$ cat src/rtl/fpb_pkg.sv
package fpb_pkg;
  localparam int EW   = 8;
  localparam int FW   = 23;
  localparam int DW   = 1 + EW + FW;
  localparam int MW   = FW + 1;
  localparam int GW   = 3;
  localparam int XW   = MW + GW;
  localparam int SW   = XW + 1;
  localparam int NW   = EW + 2;
  localparam int LZW  = $clog2(XW + 1);
  localparam int EMAX = (1 << EW) - 1;
  localparam int QBIT = FW - 1;

  localparam logic [DW-1:0] QNAN_DEF = {1'b0, {EW{1'b1}}, 1'b1, {(FW-1){1'b0}}};

  localparam logic [4:0] CLS_QNAN = 5'b10001;
  localparam logic [4:0] CLS_PINF = 5'b00101;
  localparam logic [4:0] CLS_NINF = 5'b01001;
  localparam logic [4:0] CLS_PNRM = 5'b00100;
  localparam logic [4:0] CLS_NNRM = 5'b01000;
  localparam logic [4:0] CLS_PZER = 5'b00010;
  localparam logic [4:0] CLS_NZER = 5'b10010;

  typedef enum logic {OP_ADD = 1'b0, OP_SUB = 1'b1} op_e;

  typedef struct packed {
    logic          sgn;
    logic [EW-1:0] exp;
    logic [MW-1:0] man;
    logic          zero;
    logic          inf;
    logic          nan;
    logic          snan;
  } opnd_t;

  typedef struct packed {
    logic ovf;
    logic unf;
    logic inx;
    logic inc;
  } rflags_t;
endpackage

$ cat src/rtl/fpb_unpack.sv
module fpb_unpack
  import fpb_pkg::*;
(
  input  logic [DW-1:0] raw_i,
  output opnd_t         op_o
);
  logic [EW-1:0] e;
  logic [FW-1:0] f;
  logic          e_max;

  always_comb begin
    e     = raw_i[DW-2:FW];
    f     = raw_i[FW-1:0];
    e_max = (e == {EW{1'b1}});
    op_o.sgn  = raw_i[DW-1];
    op_o.zero = (e == '0);             // subnormals flushed
    op_o.inf  = e_max && (f == '0);
    op_o.nan  = e_max && (f != '0);
    op_o.snan = e_max && (f != '0) && !f[QBIT];
    op_o.exp  = op_o.zero ? '0 : e;
    op_o.man  = op_o.zero ? '0 : {1'b1, f};
  end
endmodule

$ cat src/rtl/fpb_align.sv
module fpb_align
  import fpb_pkg::*;
(
  input  opnd_t         a_i,
  input  opnd_t         b_i,
  output logic          a_big_o,
  output logic [EW-1:0] exp_o,
  output logic [SW-1:0] sum_o,
  output logic [XW-1:0] dif_o
);
  opnd_t         big, sml;
  logic [EW-1:0] d;
  logic [XW-1:0] base, sh, al, bigx;
  logic          st;

  always_comb begin
    a_big_o = ({a_i.exp, a_i.man} >= {b_i.exp, b_i.man});
    big     = a_big_o ? a_i : b_i;
    sml     = a_big_o ? b_i : a_i;
    d       = big.exp - sml.exp;
    base    = {sml.man, {GW{1'b0}}};
    bigx    = {big.man, {GW{1'b0}}};
    if (d >= EW'(XW)) begin
      sh = '0;
      st = |base;
    end else begin
      sh = base >> d;
      st = |(base & ((XW'(1) << d) - XW'(1)));
    end
    al    = sh | {{(XW-1){1'b0}}, st};
    exp_o = big.exp;
    sum_o = {1'b0, bigx} + {1'b0, al};
    dif_o = bigx - al;   // big >= small in magnitude
  end
endmodule

$ cat src/rtl/fpb_round.sv
module fpb_round
  import fpb_pkg::*;
(
  input  logic          sgn_i,
  input  logic [EW-1:0] exp_i,
  input  logic [SW-1:0] mag_i,
  output logic [DW-1:0] res_o,
  output rflags_t       fl_o
);
  function automatic logic [LZW-1:0] lzc(input logic [XW-1:0] v);
    logic [LZW-1:0] n;
    n = LZW'(XW);
    for (int i = 0; i < XW; i++)
      if (v[i]) n = LZW'(XW - 1 - i);
    return n;
  endfunction

  logic [LZW-1:0]  lz;
  logic [XW-1:0]   m;
  logic signed [NW-1:0] e, e2;
  logic [MW:0]     rm;
  logic            up, inexact;
  logic [FW-1:0]   frac;

  always_comb begin
    lz = lzc(mag_i[XW-1:0]);
    if (mag_i[SW-1]) begin
      m = {mag_i[SW-1:2], |mag_i[1:0]};
      e = $signed({2'b00, exp_i}) + NW'(1);
    end else begin
      m = mag_i[XW-1:0] << lz;
      e = $signed({2'b00, exp_i}) - $signed({{(NW-LZW){1'b0}}, lz});
    end
    inexact = |m[GW-1:0];
    up      = m[GW-1] & (m[GW-2] | m[GW-3] | m[GW]);
    rm      = {1'b0, m[XW-1:GW]} + {{MW{1'b0}}, up};
    if (rm[MW]) begin
      e2   = e + NW'(1);
      frac = '0;
    end else begin
      e2   = e;
      frac = rm[FW-1:0];
    end

    fl_o = '0;
    if (mag_i == '0) begin
      res_o = {sgn_i, {(DW-1){1'b0}}};
    end else if (e <= 0) begin
      res_o    = {sgn_i, {(DW-1){1'b0}}};
      fl_o.unf = 1'b1;
      fl_o.inx = 1'b1;
    end else if (e2 >= $signed(NW'(EMAX))) begin
      res_o    = {sgn_i, {EW{1'b1}}, {FW{1'b0}}};
      fl_o.ovf = 1'b1;
      fl_o.inx = 1'b1;
    end else begin
      res_o    = {sgn_i, e2[EW-1:0], frac};
      fl_o.inx = inexact;
      fl_o.inc = up;
    end
  end
endmodule

$ cat src/rtl/fp_twin_addsub.sv
module fp_twin_addsub
  import fpb_pkg::*;
(
  input  logic          clk_i,
  input  logic          rst_ni,
  input  logic          in_valid_i,
  input  logic          op_sub_i,
  input  logic          rec_i,
  input  logic [31:0]   a_i,
  input  logic [31:0]   b_i,
  output logic          out_valid_o,
  output logic [31:0]   pri_o,
  output logic [31:0]   sec_o,
  output logic [4:0]    cls_o,
  output logic          fr_o,
  output logic          fi_o,
  output logic          ox_o,
  output logic          ux_o,
  output logic          xx_o,
  output logic          vxsnan_o,
  output logic          vxisi_o,
  output logic [3:0]    cond_o
);
  localparam int NR = 2;  // index 0: A+B, index 1: B-A

  logic [DW-1:0] raw [NR];
  opnd_t         op  [NR];
  assign raw[0] = a_i;
  assign raw[1] = b_i;

  for (genvar gi = 0; gi < NR; gi++) begin : g_unp
    fpb_unpack u_unp (.raw_i(raw[gi]), .op_o(op[gi]));
  end

  logic          a_big;
  logic [EW-1:0] big_exp;
  logic [SW-1:0] sum_mag;
  logic [XW-1:0] dif_mag;

  fpb_align u_align (
    .a_i(op[0]), .b_i(op[1]),
    .a_big_o(a_big), .exp_o(big_exp), .sum_o(sum_mag), .dif_o(dif_mag)
  );

  logic          sa, sb;
  logic          eff_add [NR];
  logic          rsgn    [NR];
  logic [SW-1:0] rmag    [NR];
  logic [DW-1:0] rres    [NR];
  rflags_t       rfl     [NR];

  always_comb begin
    sa = op[0].sgn;
    sb = op[1].sgn;
    eff_add[0] = (sa == sb);
    eff_add[1] = (sa != sb);
    rsgn[0] = eff_add[0] ? sa : (a_big ? sa : sb);
    rsgn[1] = eff_add[1] ? sb : (a_big ? ~sa : sb);
    for (int i = 0; i < NR; i++) begin
      rmag[i] = eff_add[i] ? sum_mag : {1'b0, dif_mag};
      if (!eff_add[i] && dif_mag == '0) rsgn[i] = 1'b0;  // exact cancel -> +0
    end
  end

  for (genvar gi = 0; gi < NR; gi++) begin : g_rnd
    fpb_round u_rnd (
      .sgn_i(rsgn[gi]), .exp_i(big_exp), .mag_i(rmag[gi]),
      .res_o(rres[gi]), .fl_o(rfl[gi])
    );
  end

  // special operands
  logic          any_nan, any_snan, any_inf, special;
  logic [DW-1:0] qsel;
  logic          isi   [NR];
  logic          isgn  [NR];
  logic [DW-1:0] res   [NR];
  rflags_t       fl    [NR];

  always_comb begin
    any_nan  = op[0].nan | op[1].nan;
    any_snan = op[0].snan | op[1].snan;
    any_inf  = op[0].inf | op[1].inf;
    special  = any_nan | any_inf;
    qsel     = (op[0].nan ? a_i : b_i) | (DW'(1) << QBIT);
    isi[0]   = op[0].inf & op[1].inf & (sa != sb);
    isi[1]   = op[0].inf & op[1].inf & (sa == sb);
    isgn[0]  = op[0].inf ? sa : sb;
    isgn[1]  = op[0].inf ? ~sa : sb;
    for (int i = 0; i < NR; i++) begin
      fl[i] = special ? '0 : rfl[i];
      if (any_nan)      res[i] = qsel;
      else if (isi[i])  res[i] = QNAN_DEF;
      else if (any_inf) res[i] = {isgn[i], {EW{1'b1}}, {FW{1'b0}}};
      else              res[i] = rres[i];
    end
  end

  function automatic logic [4:0] classify(input logic [DW-1:0] v);
    logic          s;
    logic [EW-1:0] e;
    logic [FW-1:0] f;
    s = v[DW-1];
    e = v[DW-2:FW];
    f = v[FW-1:0];
    if (e == {EW{1'b1}})
      return (f != '0) ? CLS_QNAN : (s ? CLS_NINF : CLS_PINF);
    if (e == '0)
      return s ? CLS_NZER : CLS_PZER;
    return s ? CLS_NNRM : CLS_PNRM;
  endfunction

  op_e           opc;
  logic [DW-1:0] pri_n, sec_n;
  rflags_t       pfl;
  logic          vxs_n, vxi_n, ox_n, ux_n, xx_n;
  logic [3:0]    cond_n;

  always_comb begin
    opc    = op_e'(op_sub_i);
    pri_n  = (opc == OP_SUB) ? res[1] : res[0];
    sec_n  = (opc == OP_SUB) ? res[0] : res[1];
    pfl    = (opc == OP_SUB) ? fl[1]  : fl[0];
    vxs_n  = any_snan;
    vxi_n  = !any_nan & (isi[0] | isi[1]);
    ox_n   = fl[0].ovf | fl[1].ovf;
    ux_n   = fl[0].unf | fl[1].unf;
    xx_n   = fl[0].inx | fl[1].inx;
    cond_n = {vxs_n | vxi_n | ox_n | ux_n | xx_n, vxs_n | vxi_n, ox_n, ux_n};
  end

  always_ff @(posedge clk_i or negedge rst_ni) begin
    if (!rst_ni) begin
      out_valid_o <= 1'b0;
      pri_o       <= '0;
      sec_o       <= '0;
      cls_o       <= '0;
      fr_o        <= 1'b0;
      fi_o        <= 1'b0;
      ox_o        <= 1'b0;
      ux_o        <= 1'b0;
      xx_o        <= 1'b0;
      vxsnan_o    <= 1'b0;
      vxisi_o     <= 1'b0;
      cond_o      <= '0;
    end else begin
      out_valid_o <= in_valid_i;
      if (in_valid_i) begin
        pri_o    <= pri_n;
        sec_o    <= sec_n;
        cls_o    <= classify(pri_n);
        fr_o     <= pfl.inc;
        fi_o     <= pfl.inx;
        ox_o     <= ox_n;
        ux_o     <= ux_n;
        xx_o     <= xx_n;
        vxsnan_o <= vxs_n;
        vxisi_o  <= vxi_n;
        if (rec_i) cond_o <= cond_n;
      end
    end
  end

  a_r11_latency: assert property (@(posedge clk_i) disable iff (!rst_ni)
    in_valid_i |=> out_valid_o);
  a_r11_hold: assert property (@(posedge clk_i) disable iff (!rst_ni)
    !in_valid_i |=> ($stable(pri_o) && $stable(sec_o) && $stable(cls_o)));
  a_r10_cond_hold: assert property (@(posedge clk_i) disable iff (!rst_ni)
    !(in_valid_i && rec_i) |=> $stable(cond_o));
  a_r6_ovf_inf: assert property (@(posedge clk_i) disable iff (!rst_ni)
    (out_valid_o && ox_o) |-> (xx_o && (pri_o[30:23] == 8'hFF || sec_o[30:23] == 8'hFF)));
  a_r7_tiny_inexact: assert property (@(posedge clk_i) disable iff (!rst_ni)
    (out_valid_o && ux_o) |-> xx_o);
  a_r5_isi_default: assert property (@(posedge clk_i) disable iff (!rst_ni)
    (out_valid_o && vxisi_o) |-> (pri_o == 32'h7FC00000 || sec_o == 32'h7FC00000));
  a_r4_snan_quiet: assert property (@(posedge clk_i) disable iff (!rst_ni)
    (out_valid_o && vxsnan_o) |-> (pri_o[22] && sec_o[22] && pri_o == sec_o));
endmodule

$ cat config.mk
export PLATFORM = sky130hd
export DESIGN_NAME = fp_twin_addsub
export DESIGN_NICKNAME = d
export VERILOG_FILES = /design/src/rtl/fpb_pkg.sv /design/src/rtl/fpb_unpack.sv /design/src/rtl/fpb_align.sv /design/src/rtl/fpb_round.sv /design/src/rtl/fp_twin_addsub.sv
export SDC_FILE = /design/constraint.sdc
export NUM_CORES = 1
export LEC_CHECK = 0
export BUFFER_PORTS_ARGS = -buffer_cell sky130_fd_sc_hd__buf_2
export CELL_PAD_IN_SITES_DETAIL_PLACEMENT = 1
export CELL_PAD_IN_SITES_GLOBAL_PLACEMENT = 1
export CORE_MARGIN = 2
export CORE_UTILIZATION = 40
export CTS_BUF_LIST = sky130_fd_sc_hd__clkbuf_4 sky130_fd_sc_hd__clkbuf_8
export CTS_CLUSTER_DIAMETER = 40
export CTS_CLUSTER_SIZE = 10
export DETAILED_ROUTE_END_ITERATION = 8
export PLACE_DENSITY_LB_ADDON = 0.2
export REMOVE_ABC_BUFFERS = 1
export SYNTH_ARGS = -nofsm -noshare
export SYNTH_HDL_FRONTEND = slang
export SYNTH_SLANG_ARGS = --single-unit
$ cat constraint.sdc
create_clock -name clk_i -period 1.8 [get_ports clk_i]
set_input_delay 0.27 -clock clk_i [delete_from_list [all_inputs] [get_ports clk_i]]
set_output_delay 0.27 -clock clk_i [all_outputs]
set_load 0.01 [all_outputs]
==> results of run 1 <==
## metrics by stage
| stage | instances | cell area [um^2] | setup TNS [ns] | setup WS, ns | utilization [%] |
|---|---|---|---|---|---|
| detailed placement | 5602 | 35000 | -979.41 | -13.37 | 63.3 |
| global placement | 5602 | 35000 | -882.49 | -12.00 | 63.3 |
| floorplan | 3181 | 21600 | -1094.41 | -14.99 | - |
## cells in the mapped netlist, types with 39 or more instances
cell        n  area, um^2
nand2_1   421        1580
ha_1      100        1250
a21o_1     58         435
nor4_1     47         294
inv_1     125         469
a211oi_1   93         698
and3_1     40         250
a21oi_1   251        1260
o211ai_1   56         420
buf_2      39         195
nand3_1   130         651
o21ai_0   200        1000
dfrtp_1    81        2030
a31oi_1    47         294
nor2_1    370        1390
nand4_1    50         313
mux2i_1    76         761
and2_1     49         307
xnor2_1    89         780
nor3_1    119         596
clkbuf_1  138         518
## cell families after synthesis
logic type / count (synthesis) / synth area share [%]
compound gates: 1209 / 37.9
mux: 110 / 5.44
xor+xnor: 128 / 5.07
simple gates: 1411 / 30.4
fa+ha+maj: 103 / 5.83
buf+inv: 351 / 6.36
flops: 81 / 9.01
==> run summary, run 1 <==
Synth Warn # - 0
First Err - [ERROR DPL-0033] detailed placement checks failed during check placement.
Seq/Total Area, Yosys - 9.01%
Post-Syn Area per Cell - 6.63 um^2
CTS Buf Count - 9
Post-CTS Setup Repair Bufs - 89
predominant post-synthesis flop cell - dfrtp_1
synth unique cells - 121
root buffer cell - clkbuf_8
H-Tree Level Count - 3
status - did not finish
Post-synth EDFFs - 0
#FFs+latches synth - 81
Routability Congestion - 1.17
Stopped at - clock tree synthesis (4_1_cts)
initial core utilization - 40.7%
cts-stage hold buffer count - 1
FP Rows - 86
Top Ports - 150
synthesized area - 22500 um^2
Syn Inst Count - 3393
I/O Buffers - 149
post-DP HPWL - 144 mm
Sink Count - 81
Clock Tree Buf Depth - 2
Async S/R FF share, synth - 100%
Die X - 241 um
cts repair resizes - 488
die height - 241 um
==> run 2: changes to the inputs <==
==> config.mk (replaced) <==
export PLATFORM = sky130hd
export DESIGN_NAME = fp_twin_addsub
export DESIGN_NICKNAME = d
export VERILOG_FILES = /design/src/rtl/fpb_pkg.sv /design/src/rtl/fpb_unpack.sv /design/src/rtl/fpb_align.sv /design/src/rtl/fpb_round.sv /design/src/rtl/fp_twin_addsub.sv
export SDC_FILE = /design/constraint.sdc
export NUM_CORES = 1
export LEC_CHECK = 0
export BUFFER_PORTS_ARGS = -buffer_cell sky130_fd_sc_hd__buf_2
export CORE_MARGIN = 2
export CORE_UTILIZATION = 25
export DETAILED_ROUTE_END_ITERATION = 8
export PLACE_DENSITY_LB_ADDON = 0.15
export REMOVE_ABC_BUFFERS = 1
export SYNTH_ARGS = -nofsm -noshare
export SYNTH_HDL_FRONTEND = slang
export SYNTH_SLANG_ARGS = --single-unit
==> run 2 against run 1 <==
Compared with the run above:
- the flow now finishes, with violations (negative setup slack)
- synthesized area unchanged
- synthesized cell count stayed put
==> run summary, run 2 <==
Setup Viol. Count Final - 78
Routability Congestion - 1.01 (was 1.17)
DRT iter0 DRCs - 3036
Synth Warn # - 0 (unchanged)
vias in the first global route - 33453
failing checks - negative setup slack
grt ovf - 0
fin worst setup slack - -10.79 ns
First-pass DRT Iterations - 6
DR vias - 34556
R2R Setup Slk - 0.96 ns
post-DP HPWL - 123 mm (was 144 mm)
antenna violations before repair - 1
share of the synthesized area in the top cell type - 9.01% (unchanged)
top flop regs - pri_o x32, sec_o x32, cls_o x5
R2R cell count - 2
CTS Buf Count - 9 (unchanged)
CORE AREA - 89600 um^2
Final period util - 700%
initial core utilization - 25.1% (was 40.7%)
crit path max fanout - 7
CP startpoint - a_i[23]
Hold Crit Depth - 4
worst endpoint required time - 2.03 ns
total track usage - 30.4%
Syn Inst Count - 3393 (unchanged)
drt drc - 0
Max-Cap Viols - 0
commonest non-fill, non-tap cell in the layout - buf_4
Top Ports - 150 (unchanged)
hold-critical path endpoint - cond_o[2]
Period minus WS final - 12.59 ns
Post-Place Worst Slack - -12.18 ns (was -13.37 ns)
dpl cell area - 35900 um^2 (was 35000 um^2)
Post-DRT Antenna Nets - 0
CP arrival - 12.82 ns
FMAX - 79.4 MHz
FP Rows - 110 (was 86)
Final Cell Area - 42400 um^2
predominant post-synthesis flop cell - dfrtp_1 (unchanged)
Seq/Total Area, Yosys - 9.01% (unchanged)
Die X - 304 um (was 241 um)
clk_lat worst skew - 0.34 ns
H-Tree Level Count - 3 (unchanged)
met1 wire length - 63.4 mm
count of final max-slew check failures - 0
root buffer cell - clkbuf_16 (was clkbuf_8)
min-delay worst type - input port to register
placed insts - 6078 (was 5602)
layout cells sized above 1 - 51.1%
WHS - 0.314 ns
Power Dens Cells - 1010 nW/um^2
leak pwr - 19.3 nW
first-pass GRT wire length - 216 mm
RSZ-0062 raised after global routing - true
clk slew on worst S/H paths - 0.06 ns
worst slew pin tran - 0.977 ns
Slew HR - 33.2%
status - finished with violations (was did not finish)
Design Power - 42.6 mW
synth unique cells - 121 (unchanged)
fillers - 9064
slowest stage cell, crit path - or4_4
Total Wirelength - 148 mm
TritonCTS clock tree - done
Fin. Hold Viols - 0
Crit. End Element - register
die height - 304 um (was 241 um)
top post-synthesis cells by area - dfrtp_1 (9.0%), nand2_1 (7.0%), nor2_1 (6.2%) (unchanged)
area delta synth->final - 88.3%
Async S/R FF share, synth - 100% (unchanged)
die area - 92400 um^2
Clock Skews - 0 ns
Most common cell on crit path - buf_6
most frequent cell after synthesis - nand2_1 (unchanged)
Hold Crit Start - rec_i
synthesized area - 22500 um^2 (unchanged)
Non-Filler Instances - 6295
Post-synth EDFFs - 0 (unchanged)
largest net degree at the start of global routing - 67
commonest cells after routing, fill and taps aside - buf_4 (1641), nand2_1 (384), nor2_1 (324), a21oi_1 (196)
final setup TNS - -796.31 ns
Sink Count - 81 (unchanged)
#FFs+latches synth - 81 (unchanged)
Post-Syn Area per Cell - 6.63 um^2 (unchanged)
CP max stage delay - 0.59 ns
met3 wire len - 9.20 mm
Critical R2R Capture - sec_o[24]
Setup CP Type - input port to register
Avg WL per Cell - 23.5 um
I/O Buffers - 149 (unchanged)
Final Net Count - 5286
Clock Tree Buf Depth - 2 (unchanged)
post-layout util - 47.3%
DR top layer - met4
routed wl met2 - 67.8 mm
Critical R2R Launch - sec_o[24]
Worst IR Drop VDD - 0.000435 V
synth cell count leaders - nand2_1 (421), nor2_1 (370), a21oi_1 (251) (unchanged)
drt via density - 5.49
biggest area consumer among synthesized cells - dfrtp_1 (unchanged)
Worst setup SP type - input port
run 2: cell counts after synthesis:
No cell type changed its count.
run 2: worst max-delay path by stage:
stage / to / slack, ns / cells past startpoint
after floorplan: sec_o[0] / -14.99 / 56
after global placement: cls_o[4] / -12.13 / 65
after detailed placement: cls_o[3] / -12.18 / 66
after CTS: cls_o[4] / -10.57 / 72
after global routing: cls_o[4] / -11.20 / 74
final: cls_o[4] / -10.79 / 72
run 2: what timing repair did:
action	CTS	global route
setup buffers	148	79
endpoints found under the hold margin	23	0
gates resized for setup	588	368
pin swaps	251	189
cloned	4	1
hold buffers	1	0
endpoints found under the setup margin	80	80
run 2: worst max-delay path, delay by kind of cell:
family | cells | cell delay, ns
buf+inv | 18 | 2.68
compound gates | 27 | 5.04
mux | 1 | 0.09
fa+ha+maj | 3 | 0.74
simple gates | 21 | 3.71
xor+xnor | 2 | 0.24
run 2: layout make-up:
| type | count | area (um^2) | area share [%] |
|---|---|---|---|
| Clock buffer | 12 | 246 | 0.582 |
| Sequential cell | 81 | 2030 | 4.79 |
| Inverter | 139 | 547 | 1.29 |
| Antenna cell | 1 | 2.50 | 0.00591 |
| Clock inverter | 3 | 65.1 | 0.154 |
| Tap cell | 1176 | 1470 | 3.47 |
| Timing Repair Buffer | 1921 | 14900 | 35.3 |
| Multi-Input combinational cell | 2962 | 23000 | 54.4 |
run 2: power breakdown:
group          switching (mW)  leakage (nW)  internal (mW)  total, mW
clock network           0.732         0.153           1.24       1.98
registers               0.360         0.961           2.38       2.74
logic                    20.0          18.1           17.9       37.9
run 2: routing by layer:
metal,vias up,GRT usage [%]
li1,16310,-
met1,16662,39.9
met2,1290,50.4
met3,294,3.38
met4,0,13.1
met5,-,0
run 2: logic make-up after synthesis:
kind of cell               count (synthesis)  synth area share [%]
AOI/OAI and AO/OA                       1209                  37.9
adders and majority gates                103                  5.83
DFF                                       81                  9.01
muxes                                    110                  5.44
xor gates and xnor gates                 128                  5.07
buffers and inverters                    351                  6.36
and+or+nand+nor                         1411                  30.4
(Power assumes the default switching activity.)
